**config.mk**
```make
export PLATFORM = sky130hd
export DESIGN_NAME = chop_frame_seq
export DESIGN_NICKNAME = d
export VERILOG_FILES = /design/src/rtl/chop_seq_pkg.sv /design/src/rtl/chop_seq_ctrl.sv /design/src/rtl/chop_seq_dpath.sv /design/src/rtl/chop_frame_seq.sv
export SDC_FILE = /design/constraint.sdc
export NUM_CORES = 1
export LEC_CHECK = 0
export CORE_UTILIZATION = 40
export DETAILED_ROUTE_END_ITERATION = 12
export PLACE_DENSITY_LB_ADDON = 0.15
export SLEW_MARGIN = 20
export SYNTH_ARGS = -nofsm -noshare
export SYNTH_HDL_FRONTEND = slang
export SYNTH_HIERARCHICAL = 1
export SYNTH_SLANG_ARGS = --single-unit
```
**constraint.sdc**
```tcl
create_clock -name clk -period 2.95 [get_ports clk]
set_clock_uncertainty 0.2 [all_clocks]
set_input_delay 0.885 -clock clk [delete_from_list [all_inputs] [get_ports clk]]
set_output_delay 0.885 -clock clk [all_outputs]
set_load 0.05 [all_outputs]
```
**src/rtl/chop_seq_pkg.sv**
```systemverilog
package chop_seq_pkg;
  typedef enum logic [1:0] {
    MODE_AUTO_A = 2'b00,
    MODE_LOW    = 2'b01,
    MODE_HIGH   = 2'b10,
    MODE_AUTO_B = 2'b11
  } chopMode_e;

  typedef struct packed {
    logic enterSettle;  // this edge ends a frame and starts a settle cycle
    logic preAlt;       // the frame now ending is the one before the alternate frame
  } seqStrobe_t;
endpackage

```
**src/rtl/chop_seq_ctrl.sv**
```systemverilog
module chop_seq_ctrl
  import chop_seq_pkg::*;
#(
  parameter int STATE_W = 8,
  parameter int FRAME_W = 12
) (
  input  logic               clk,
  input  logic               rstN,
  input  logic [STATE_W-1:0] statesPerFrame,
  input  logic [FRAME_W-1:0] framesPerInterval,
  input  logic               autoMode,
  output seqStrobe_t         strobe,
  output logic               frameSync,
  output logic               altFrame,
  output logic [FRAME_W-1:0] frameIdx
);
  localparam logic [STATE_W-1:0] STATE_ONE = STATE_W'(1);
  localparam logic [FRAME_W-1:0] FRAME_ONE = FRAME_W'(1);

  logic [STATE_W-1:0] spfLat;
  logic [FRAME_W-1:0] fpiLat;
  logic [STATE_W-1:0] stateCnt;
  logic               settle;
  logic               frameEnd;
  logic               lastFrame;

  assign frameEnd  = (stateCnt == spfLat - STATE_ONE);
  assign lastFrame = (frameIdx == fpiLat);

  always_ff @(posedge clk) begin
    if (!rstN) begin
      spfLat   <= statesPerFrame;
      fpiLat   <= framesPerInterval;
      stateCnt <= '0;
      settle   <= 1'b0;
      frameIdx <= FRAME_ONE;
    end else if (settle) begin
      settle   <= 1'b0;
      frameIdx <= lastFrame ? FRAME_ONE : frameIdx + FRAME_ONE;
    end else if (frameEnd) begin
      settle   <= 1'b1;
      stateCnt <= '0;
    end else begin
      stateCnt <= stateCnt + STATE_ONE;
    end
  end

  assign strobe.enterSettle = !settle && frameEnd;
  assign strobe.preAlt      = (frameIdx == fpiLat - FRAME_ONE);
  assign frameSync          = settle;
  assign altFrame           = autoMode && !settle && lastFrame;

  assert_sync_single_R2: assert property (@(posedge clk) disable iff (!rstN)
    frameSync |=> !frameSync);
  assert_state_bound_R2: assert property (@(posedge clk) disable iff (!rstN)
    stateCnt < spfLat);
  assert_frame_hold_R9: assert property (@(posedge clk) disable iff (!rstN)
    !frameSync |=> $stable(frameIdx));
  assert_frame_wrap_R9: assert property (@(posedge clk) disable iff (!rstN)
    (frameSync && frameIdx == fpiLat) |=> (frameIdx == FRAME_ONE));
  assert_geom_fixed_R10: assert property (@(posedge clk) disable iff (!rstN)
    $stable(spfLat) && $stable(fpiLat));
endmodule

```
**src/rtl/chop_seq_dpath.sv**
```systemverilog
module chop_seq_dpath
  import chop_seq_pkg::*;
(
  input  logic       clk,
  input  logic       rstN,
  input  logic [1:0] modeSel,
  input  seqStrobe_t strobe,
  output logic       chopPol,
  output logic       chopClk,
  output logic       autoMode
);
  chopMode_e mode;
  logic      nextPol;
  logic      modeIsAuto;

  assign mode       = chopMode_e'(modeSel);
  assign modeIsAuto = (mode == MODE_AUTO_A) || (mode == MODE_AUTO_B);

  always_comb begin
    unique case (mode)
      MODE_LOW:  nextPol = 1'b0;
      MODE_HIGH: nextPol = 1'b1;
      default:   nextPol = strobe.preAlt ? chopPol : ~chopPol;
    endcase
  end

  always_ff @(posedge clk) begin
    if (!rstN) begin
      chopPol  <= 1'b0;
      chopClk  <= 1'b0;
      autoMode <= modeIsAuto;
    end else if (strobe.enterSettle) begin
      chopPol  <= nextPol;
      chopClk  <= nextPol;
      autoMode <= modeIsAuto;
    end
  end

  assert_pol_hold_R3: assert property (@(posedge clk) disable iff (!rstN)
    !strobe.enterSettle |=> $stable(chopPol));
  assert_fixed_low_R4: assert property (@(posedge clk) disable iff (!rstN)
    (strobe.enterSettle && modeSel == 2'b01) |=> (!chopPol && !chopClk));
  assert_fixed_high_R4: assert property (@(posedge clk) disable iff (!rstN)
    (strobe.enterSettle && modeSel == 2'b10) |=> (chopPol && chopClk));
  assert_auto_flip_R5: assert property (@(posedge clk) disable iff (!rstN)
    (strobe.enterSettle && modeIsAuto && !strobe.preAlt) |=> (chopPol != $past(chopPol)));
  assert_auto_skip_R5: assert property (@(posedge clk) disable iff (!rstN)
    (strobe.enterSettle && modeIsAuto && strobe.preAlt) |=> $stable(chopPol));
  assert_clk_follow_R11: assert property (@(posedge clk) disable iff (!rstN)
    chopClk == chopPol);
endmodule

```
**src/rtl/chop_frame_seq.sv**
```systemverilog
module chop_frame_seq
  import chop_seq_pkg::*;
#(
  parameter int STATE_W = 8,
  parameter int FRAME_W = 12
) (
  input  logic               clk,
  input  logic               rstN,
  input  logic [1:0]         modeSel,
  input  logic [STATE_W-1:0] statesPerFrame,
  input  logic [FRAME_W-1:0] framesPerInterval,
  output logic               chopPol,
  output logic               chopClk,
  output logic               frameSync,
  output logic               altFrame,
  output logic [FRAME_W-1:0] frameIdx
);
  seqStrobe_t strobe;
  logic       autoMode;

  chop_seq_ctrl #(.STATE_W(STATE_W), .FRAME_W(FRAME_W)) u_ctrl (
    .clk              (clk),
    .rstN             (rstN),
    .statesPerFrame   (statesPerFrame),
    .framesPerInterval(framesPerInterval),
    .autoMode         (autoMode),
    .strobe           (strobe),
    .frameSync        (frameSync),
    .altFrame         (altFrame),
    .frameIdx         (frameIdx)
  );

  chop_seq_dpath u_dpath (
    .clk     (clk),
    .rstN    (rstN),
    .modeSel (modeSel),
    .strobe  (strobe),
    .chopPol (chopPol),
    .chopClk (chopClk),
    .autoMode(autoMode)
  );

  assert_alt_not_settle_R6: assert property (@(posedge clk) disable iff (!rstN)
    !(altFrame && frameSync));
endmodule

```
Yosys cells after proc, flatten, opt, wreduce, memory -nomap -nowiden
Index checks and enable logic that the tools add are counted.
{"block": "op_classes", "addsub": 4, "n_eq_ne": 8, "mux": 7, "n_bitwise": 2, "reduce_logical": 8}
{"cell": "$eq A12 B12 Y1", "n": 2}
{"cell": "$add A12 B1 Y12 const B", "n": 1}
{"cell": "$mux W12", "n": 1}
{"cell": "$sub A12 B1 Y12 const B", "n": 1}
{"cell": "$add A8 B1 Y8 const B", "n": 1}
{"cell": "$eq A8 B8 Y1", "n": 1}
{"cell": "$mux W8", "n": 1}
{"cell": "$sub A8 B1 Y8 const B", "n": 1}
{"cell": "$eq A2 B2 Y1 const B", "n": 2}
{"cell": "$mux W1", "n": 4}
{"cell": "$logic_and A1 B1 Y1", "n": 3}
{"cell": "$ne A3 B3 Y1 const B", "n": 1}
{"cell": "$eq A2 B1 Y1 const B", "n": 1}
{"cell": "$logic_not A2 Y1", "n": 1}
{"cell": "$ne A2 B1 Y1 const B", "n": 1}
{"cell": "$not A1 Y1", "n": 2}
{"cell": "$pmux W1 S2", "n": 1}
{"cell": "$reduce_and A2 Y1", "n": 1}
{"cell": "$reduce_or A2 Y1", "n": 1}
{"cell": "$logic_not A1 Y1", "n": 1}
{"cell": "$logic_or A1 B1 Y1", "n": 1}
{"block": "totals", "register_bits": 43, "output_inout_bits": 16, "word_cells": 36}

Longest topological paths before layout
Gate-level depths: netlist (run 1).
{"block": "depth", "ltp_word": 5, "ltp_mapped": 10, "ltp_nobuf": 10}

By module
The synthesis (run 1) kept the hierarchy.
{"mod": "chop_seq_ctrl", "instances": 1, "cells_each": 235, "area_per_inst_um2": 2242.2, "seq_area_each_um2": 1021.0}
{"mod": "chop_seq_dpath", "instances": 1, "cells_each": 14, "area_per_inst_um2": 147.6, "seq_area_each_um2": 50.0}

Worst setup path before layout (run 1)
No wires, ideal clock.
{"block": "synth_path", "path_kind": "reg2out", "startpoint": "register u_ctrl.frameIdx[7]", "endpoint": "output altFrame", "arrival_ns": 2.069, "required_time_ns": 1.865, "slack_ns": -0.204, "stages_incl_launch_ff": 5, "n_path_buf": 0, "cell_sequence": "dfxtp_1 xor2_1 or4b_1 nor3_1 and3_1"}
{"block": "synth_via", "elab_chain_cells": 2}
{"element": "from (decl)", "line_no": "chop_seq_ctrl.sv:15", "text": "output logic [FRAME_W-1:0] frameIdx"}
{"element": "from (signal assigned)", "line_no": "chop_seq_ctrl.sv:39", "text": "frameIdx <= lastFrame ? FRAME_ONE : frameIdx + FRAME_ONE;"}
{"element": "$eq A12 B12 Y1", "line_no": "chop_seq_ctrl.sv:28", "text": "assign lastFrame = (frameIdx == fpiLat);"}
{"element": "$logic_and A1 B1 Y1", "line_no": "chop_seq_ctrl.sv:51", "text": "assign altFrame = autoMode && !settle && lastFrame;"}
{"element": "to (decl)", "line_no": "chop_frame_seq.sv:15", "text": "output logic altFrame,"}
Every way passes these cells.

Worst setup path after layout (run 1)
{"block": "layout_path", "startpoint": "register u_ctrl.fpiLat[7]", "endpoint": "output altFrame"}
{"block": "layout_via", "elab_chain_cells": 2}
{"element": "from (decl)", "line_no": "chop_seq_ctrl.sv:21", "text": "logic [FRAME_W-1:0] fpiLat;"}
{"element": "from (signal assigned)", "line_no": "chop_seq_ctrl.sv:33", "text": "fpiLat <= framesPerInterval;"}
{"element": "$eq A12 B12 Y1", "line_no": "chop_seq_ctrl.sv:28"}
{"element": "$logic_and A1 B1 Y1", "line_no": "chop_seq_ctrl.sv:51"}
Every way passes these cells.

==> summary.txt, run 1 <==
Clocking
  • Clock Tree Root: clkbuf_8
  • Sinks on Clock Net: 43
  • CTS H-tree lvls: 2
  • TritonCTS clock tree: yes
  • Clock transition at path regs: 0.08 ns
  • Clock latency on the worst-skew pair: 0.30 ns
  • Cts hold-fix bufs: 0
  • CTS buffer count: 5
  • Clock tree buffer depth: 2

Timing
  • Final Hold Fails: 0
  • Slew HR: 0.644
  • Final Cycle Share: 1.04
  • Final Max Tran Viols: 0
  • Worst-Margin Slew: 0.531 ns
  • Setup Viol. Count Final: 1
  • Final WS setup: -0.113 ns
  • Final Critical Period: 3.06 ns
  • Setup TNS: -0.113 ns
  • RSZ-0062 raised after global routing: true
  • FMAX: 326 MHz

Global routing
  • Initial antenna violation count: 0
  • Largest net degree at the start of global routing: 24
  • Vias in the first global route: 1796
  • Total track usage: 0.183
  • First-pass GRT wire length: 8.55 mm
  • GRT overflow: 0

Synth
  • Cells after Synth: 249
  • Sequential share of the synthesized area: 0.448
  • Post-synthesis simple-gate area fraction: 0.237
  • Top FF cell, synth: dfxtp_1
  • Post-synthesis register bit count: 43
  • Synth Area in XOR/XNOR: 0.154
  • Syn avg cell area: 9.60 um2
  • Post-synth ARST share: 0
  • Area of the mapped netlist: 0.00239 mm2
  • Post-synthesis net count: 279
  • Post-Synth Adder-Cell Area: 0.0314
  • Yosys warnings: 6
  • Mux contribution to synthesized area: 0
  • Synth Area in Compound Gates: 0.0937
  • Main combinational cell family by area after synthesis: simple AND/OR/NAND/NOR gates
  • Post-synth EDFFs: 21
  • Netlist cell types: 49

Finish
  • Fill count: 516
  • Seq. cell area: 0.00108 mm2
  • Most common cell after layout, fill and taps aside: clkdlybuf4s50_1
  • Area of the multi-input gates: 0.00130 mm2
  • Commonest non-fill, non-tap cells in the layout: 37 x clkdlybuf4s50_1, 25 x nor2_1, 22 x xor2_1
  • Final #Nets: 332
  • N_diodes: 0
  • Fin area: 0.00312 mm2
  • Syn-to-layout area delta: 30.5%
  • Layout cells sized above 1: 0.158

Place
  • Dpl hpwl: 3.93 mm
  • Placed inst area: 0.00294 mm2
  • Routability cong.: 0.866
  • Port bufs: 39
  • Worst slack at placement: 0.0503 ns

Power
  • Total Power: 1.27 mW
  • Leakage: 1.17 nW
  • Max IR drop VDD: 260 uV
  • Pwr Density: 408 mW/mm2

Worst hold path
  • Worst hold path class: register to register

Floorplan
  • Initial Utilization: 0.424
  • Site row count: 27
  • IO Pins: 40
  • Die W: 79.3 um
  • Die area: 0.00629 mm2
  • Core area: 0.00564 mm2
  • Die H: 79.3 um

Setup path
  • Worst Path Max Fanout: 3
  • Worst Path Arrival: 1.98 ns
  • Worst EP required: 1.87 ns
  • WS Path Type: register to primary output
  • Critical Path Source Type: register
  • Critical path capture point type: primary output

Route
  • Avg Vias per Cell: 5.14
  • Drt pass-1 iters: 4
  • 1st-iter DRT viols: 123
  • DRC Markers: 0
  • Via count: 1929
  • ANT nets after route: 0
  • Wire per inst: 14.2 um
  • DRT Wirelength: 5.34 mm

Outcome
  • Status: finished, violations left
  • Violated checks: negative setup slack

Flow run
  • Max_cap viols: 0
-- sequential cells by signal, summed over array words and instances (netlist names) --
register	count
u_ctrl/fpiLat	12
u_ctrl/frameIdx	12
u_ctrl/spfLat	8
u_ctrl/stateCnt	8
u_ctrl/frameSync	1
u_dpath/autoMode	1
u_dpath/chopClk	1
-- logic make-up after synthesis --
logic type	after synthesis
AOI/OAI and AO/OA	34
xor gates and xnor gates	42
adders and majority gates	6
buffers and inverters	19
DFF	43
and+or+nand+nor	105
-- stage by stage --
stage / hold WS [ns] / utilization / cells
after floorplan: 0.295 / - / 249
after global placement: 0.319 / 0.521 / 364
after detailed placement: 0.320 / 0.521 / 364
after CTS: 0.341 / 0.544 / 373
after global routing: 0.368 / 0.553 / 375
final: 0.334 / 0.553 / 375
-- where the power goes --
| group | leakage, nW | internal, mW | switching (mW) |
|---|---|---|---|
| Sequential | 0.386 | 0.658 | 0.0352 |
| Clock | 0.0482 | 0.189 | 0.199 |
| Combinational | 0.739 | 0.102 | 0.0882 |
| Total | 1.17 | 0.949 | 0.322 |
-- per-layer routing --
layer,vias to the layer above,global-route usage,wire length (um)
li1,991,-,-
met1,885,0.236,2590
met2,45,0.294,2470
met3,8,0.0356,191
met4,0,0.0836,93
met5,-,0,0
-- Yosys cell counts, drive strengths merged (5+ instances only) --
master,number,area [um2]
clkbuf,7,26.3
nor3,10,55.1
a21oi,10,50.1
and3,5,31.3
dfxtp,22,440
o21ai,8,43.8
ha,6,75.1
xor2,22,193
xnor2,20,175
nand3,12,60.1
nand4,7,43.8
nand2,19,71.3
edfxtp,21,631
nor2,27,101
inv,7,26.3
-- critical path, cell delays in order (launching register included) --
cell and delay, ns:
edfxtp_1 0.42, xor2_1 0.19, or4b_4 0.56, nor3_4 0.16, and3_4 0.23, buf_12 0.13
-- cell type report --
type                    count  area share
multi-input cells         187       0.416
flip-flops and latches     43       0.345
repair buffers             57       0.171
well taps                  72      0.0289
clock buffers               7      0.0277
inverters                   8     0.00963
clock inverters             1     0.00161
-- repair_timing --
action | 4_1_cts | 5_1_grt
resized for setup | 5 | 6
pin swaps | 3 | 2
buffers inserted | 1 | 2
setup endpoints to repair | 1 | 2
-- path summary, 6_finish.rpt --
check                           slack [ns]                  end  depth (start not counted)                 from
worst max register to register        0.11      u_dpath/chopClk                         12     u_ctrl/fpiLat[7]
worst min-delay path                  0.33  u_ctrl/frameIdx[11]                          2  u_ctrl/frameIdx[11]
worst min register to register        0.33  u_ctrl/frameIdx[11]                          2  u_ctrl/frameIdx[11]
worst max-delay path                 -0.11             altFrame                          5     u_ctrl/fpiLat[7]
No activity file was read; power rests on OpenSTA's default activity.
==> inputs of run 2 (changes only) <==
Settings changed: CAP_MARGIN set to 20, SYNTH_HIERARCHICAL 1 to unset.
==> run 2 against run 1 <==
The flow now finishes without violations. First-iteration DRC count down 44%. Maximum frequency up 6.3%. Area after synthesis up 1.5%. Final cell count down 1.9%. Combinational power down 12%. Die area up 1.4%. Flip-flop and latch count unchanged. Largest cell class unchanged. Critical endpoint unchanged. Sequential share of layout area up 0.27 points.
==> summary.txt, run 2 <==
Finish
  • Area of the multi-input gates: 0.00129 mm2 (-0.39%)
  • Commonest non-fill, non-tap cells in the layout: 38 x clkdlybuf4s50_1, 33 x nor2_1, 22 x xor2_1
  • N_diodes: 0 (unchanged)
  • Fin util: 0.543 (-0.00946)
  • Seq. cell area: 0.00107 mm2 (-0.35%)
  • Fin area: 0.00308 mm2 (-1.1%)
  • Layout cells sized above 1: 0.105 (-0.0537)
  • Fill count: 566 (+9.7%)
  • Final #Nets: 325 (-2.1%)
  • Regs by FF count: u_ctrl.fpiLat (12), u_ctrl.frameIdx (12)
  • Syn-to-layout area delta: 27.1%
  • Most common cell after layout, fill and taps aside: clkdlybuf4s50_1

Worst hold path
  • Hold path cells: 2 (unchanged)
  • Hold Crit Endpoint: u_ctrl.stateCnt[1]
  • Worst hold path class: register to register
  • Hold path startpoint: u_ctrl.stateCnt[1]

Timing
  • Final Max Tran Viols: 0 (unchanged)
  • Final Cycle Share: 0.977 (-0.0617)
  • Worst-Margin Slew: 0.504 ns (-0.0278 ns)
  • FMAX: 347 MHz (+6.3%)
  • Final WS setup: 0.0686 ns (+0.182 ns)
  • Setup Viol. Count Final: 0 (-1)
  • RSZ-0062 raised after global routing: true
  • Slew HR: 0.663 (+0.0190)
  • Final Hold Fails: 0 (unchanged)
  • Final Critical Period: 2.88 ns (-0.182 ns)

Setup path
  • WS Path Type: register to primary output
  • Reg2reg end: u_dpath.chopPol
  • Worst EP required: 1.87 ns (about the same)
  • Worst path max stage delay: 0.51 ns (-0.05 ns)
  • Critical path capture point type: primary output
  • CP cell instances: xor2_1 -> nor4_1 -> nand2_1 -> nor3b_4 -> buf_12
  • Worst r2r src: u_ctrl.fpiLat[0]
  • Critical Path Source Type: register
  • Worst Path Arrival: 1.80 ns (-0.18 ns)
  • Worst Path Max Fanout: 6 (+3)
  • FF-to-FF path depth: 9 (-3)
  • Slowest CP cell: edfxtp_1
  • R2R Setup Slk: 0.23 ns (+0.12 ns)

Synth
  • Post-synthesis simple-gate area fraction: 0.228 (-0.00910)
  • Yosys warnings: 0 (-6)
  • Post-synth EDFFs: 21 (unchanged)
  • Post-synthesis register bit count: 43 (unchanged)
  • Top FF cell, synth: dfxtp_1
  • Post-synth ARST share: 0 (unchanged)
  • Cells after Synth: 249 (unchanged)
  • Mux contribution to synthesized area: 0.00413 (+0.00413)
  • Main combinational cell family by area after synthesis: simple AND/OR/NAND/NOR gates
  • Post-synthesis net count: 279 (unchanged)
  • Area of the mapped netlist: 0.00242 mm2 (+1.5%)
  • Post-Synth Adder-Cell Area: 0.0310 (-0.000454)
  • Syn avg cell area: 9.74 um2 (+1.5%)
  • Synth Area in XOR/XNOR: 0.159 (+0.00500)
  • Top-area cell type share of the netlist area: 0.260 (-0.00381)
  • Most frequent cells after synthesis: 33 x nor2_1, 22 x dfxtp_1, 22 x xnor2_1, 22 x xor2_1, 21 x edfxtp_1
  • Netlist cell types: 48 (-2.0%)
  • Count leader, synth: nor2_1
  • Synth Area in Compound Gates: 0.0944 (+0.000710)
  • Sequential share of the synthesized area: 0.442 (-0.00648)
  • Leading area contributor after synthesis: edfxtp_1
  • Top cells by area, synth: edfxtp_1 26%, dfxtp_1 18%, xnor2_1 7.9%

Clocking
  • Sinks on Clock Net: 43 (unchanged)
  • TritonCTS clock tree: yes
  • CTS buffer count: 5 (unchanged)
  • Clock latency on the worst-skew pair: 0.29 ns (about the same)
  • Clock Tree Root: clkbuf_8
  • Clock tree buffer depth: 2 (unchanged)
  • CTS H-tree lvls: 2 (unchanged)
  • Clock transition at path regs: 0.08 ns (about the same)

Route
  • DRC Markers: 0 (unchanged)
  • Drt pass-1 iters: 4 (unchanged)
  • Avg Vias per Cell: 5.17 (+0.48%)
  • 1st-iter DRT viols: 69 (-44%)
  • ANT nets after route: 0 (unchanged)
  • Via count: 1902 (-1.4%)
  • Wire per inst: 13.3 um (-6.7%)
  • DRT Wirelength: 4.89 mm (-8.4%)

Global routing
  • Largest net degree at the start of global routing: 21 (-13%)
  • Met2 Usage GRT: 0.245 (-0.0487)
  • Vias in the first global route: 1722 (-4.1%)
  • First-pass GRT wire length: 8.04 mm (-6.0%)
  • Total track usage: 0.168 (-0.0145)
  • Initial antenna violation count: 0 (unchanged)
  • GR Util met1: 0.237 (+0.000701)
  • GRT Max-Usage Layer: met2
  • Met3 Use GR: 0.0411 (+0.00551)
  • GRT overflow: 0 (unchanged)

Floorplan
  • Die H: 79.9 um (+0.71%)
  • Site row count: 27 (unchanged)
  • Die area: 0.00638 mm2 (+1.4%)
  • Die W: 79.9 um (+0.71%)
  • Core area: 0.00568 mm2 (+0.60%)
  • IO Pins: 40 (unchanged)
  • Initial Utilization: 0.427 (+0.00365)

Flow run
  • Max_cap viols: 0 (unchanged)

Place
  • Placed inst area: 0.00294 mm2 (-0.21%)
  • Routability cong.: 0.813 (-6.2%)
  • Worst slack at placement: -0.0746 ns (-0.125 ns)
  • Dpl hpwl: 3.79 mm (-3.5%)
  • Port bufs: 39 (unchanged)

Outcome
  • Status: finished clean

Power
  • Total Power: 1.27 mW (-0.33%)
  • Leakage: 1.10 nW (-6.0%)
  • Max IR drop VDD: 269 uV (+3.4%)
  • Pwr Density: 411 mW/mm2 (+0.80%)
[run 2: how the worst max path moves through the flow]
| stage | startpoint | endpoint | slack, ns | cells after the start |
|---|---|---|---|---|
| after global placement | modeSel[0] | u_dpath.chopPol | -0.02 | 9 |
| after detailed placement | modeSel[0] | u_dpath.chopPol | -0.07 | 9 |
| after CTS | u_ctrl.frameIdx[11] | altFrame | 0.0008 | 6 |
| after floorplan | u_ctrl.frameIdx[2] | altFrame | 0.01 | 6 |
| final | u_ctrl.fpiLat[1] | altFrame | 0.07 | 5 |
| after global routing | u_ctrl.fpiLat[1] | altFrame | -0.03 | 5 |
[run 2: logic make-up after synthesis]
group	after synthesis
buf+inv	22
fa+ha+maj	6
simple gates	106
xor+xnor	44
flops	43
compound gates	27
mux	1
[run 2: stage by stage]
step	hold WS [ns]	TNS (ns)	instances
6_report	0.356	0	368
3_3_place_gp	0.348	-0.0211	358
4_1_cts	0.357	0	368
5_1_grt	0.396	-0.0336	368
3_5_place_dp	0.345	-0.0746	358
2_1_floorplan	0.300	0	249
[run 2: critical path, delay by kind of cell (launching register included)]
kind          cells  cell delay (ns)
xor+xnor          1             0.19
buf+inv           1             0.16
flops             1             0.51
simple gates      3             0.65
[run 2: where the power goes]
group / internal [mW] / switching [mW] / leakage [nW]
registers: 0.657 / 0.0350 / 0.384
clock network: 0.223 / 0.184 / 0.0549
logic: 0.0897 / 0.0782 / 0.664
[run 2: timing repair]
action,CTS,global route
setup endpoints to repair,1,6
buffers inserted,2,0
gates resized for setup,0,4
hold buffers,0,0
cloned,0,0
[run 2: per-layer routing]
metal,share of wire,vias up,wire length (um)
met5,0,-,0
met4,0.019,0,93
met3,0.048,9,236
met2,0.42,49,2070
met1,0.51,871,2490
li1,-,973,-
[run 2: final cells by class]
cell class,count,area share
clock buffers,8,0.0337
inverters,11,0.0134
multi-input cells,184,0.419
flip-flops and latches,43,0.348
well taps,72,0.0292
repair buffers,50,0.157
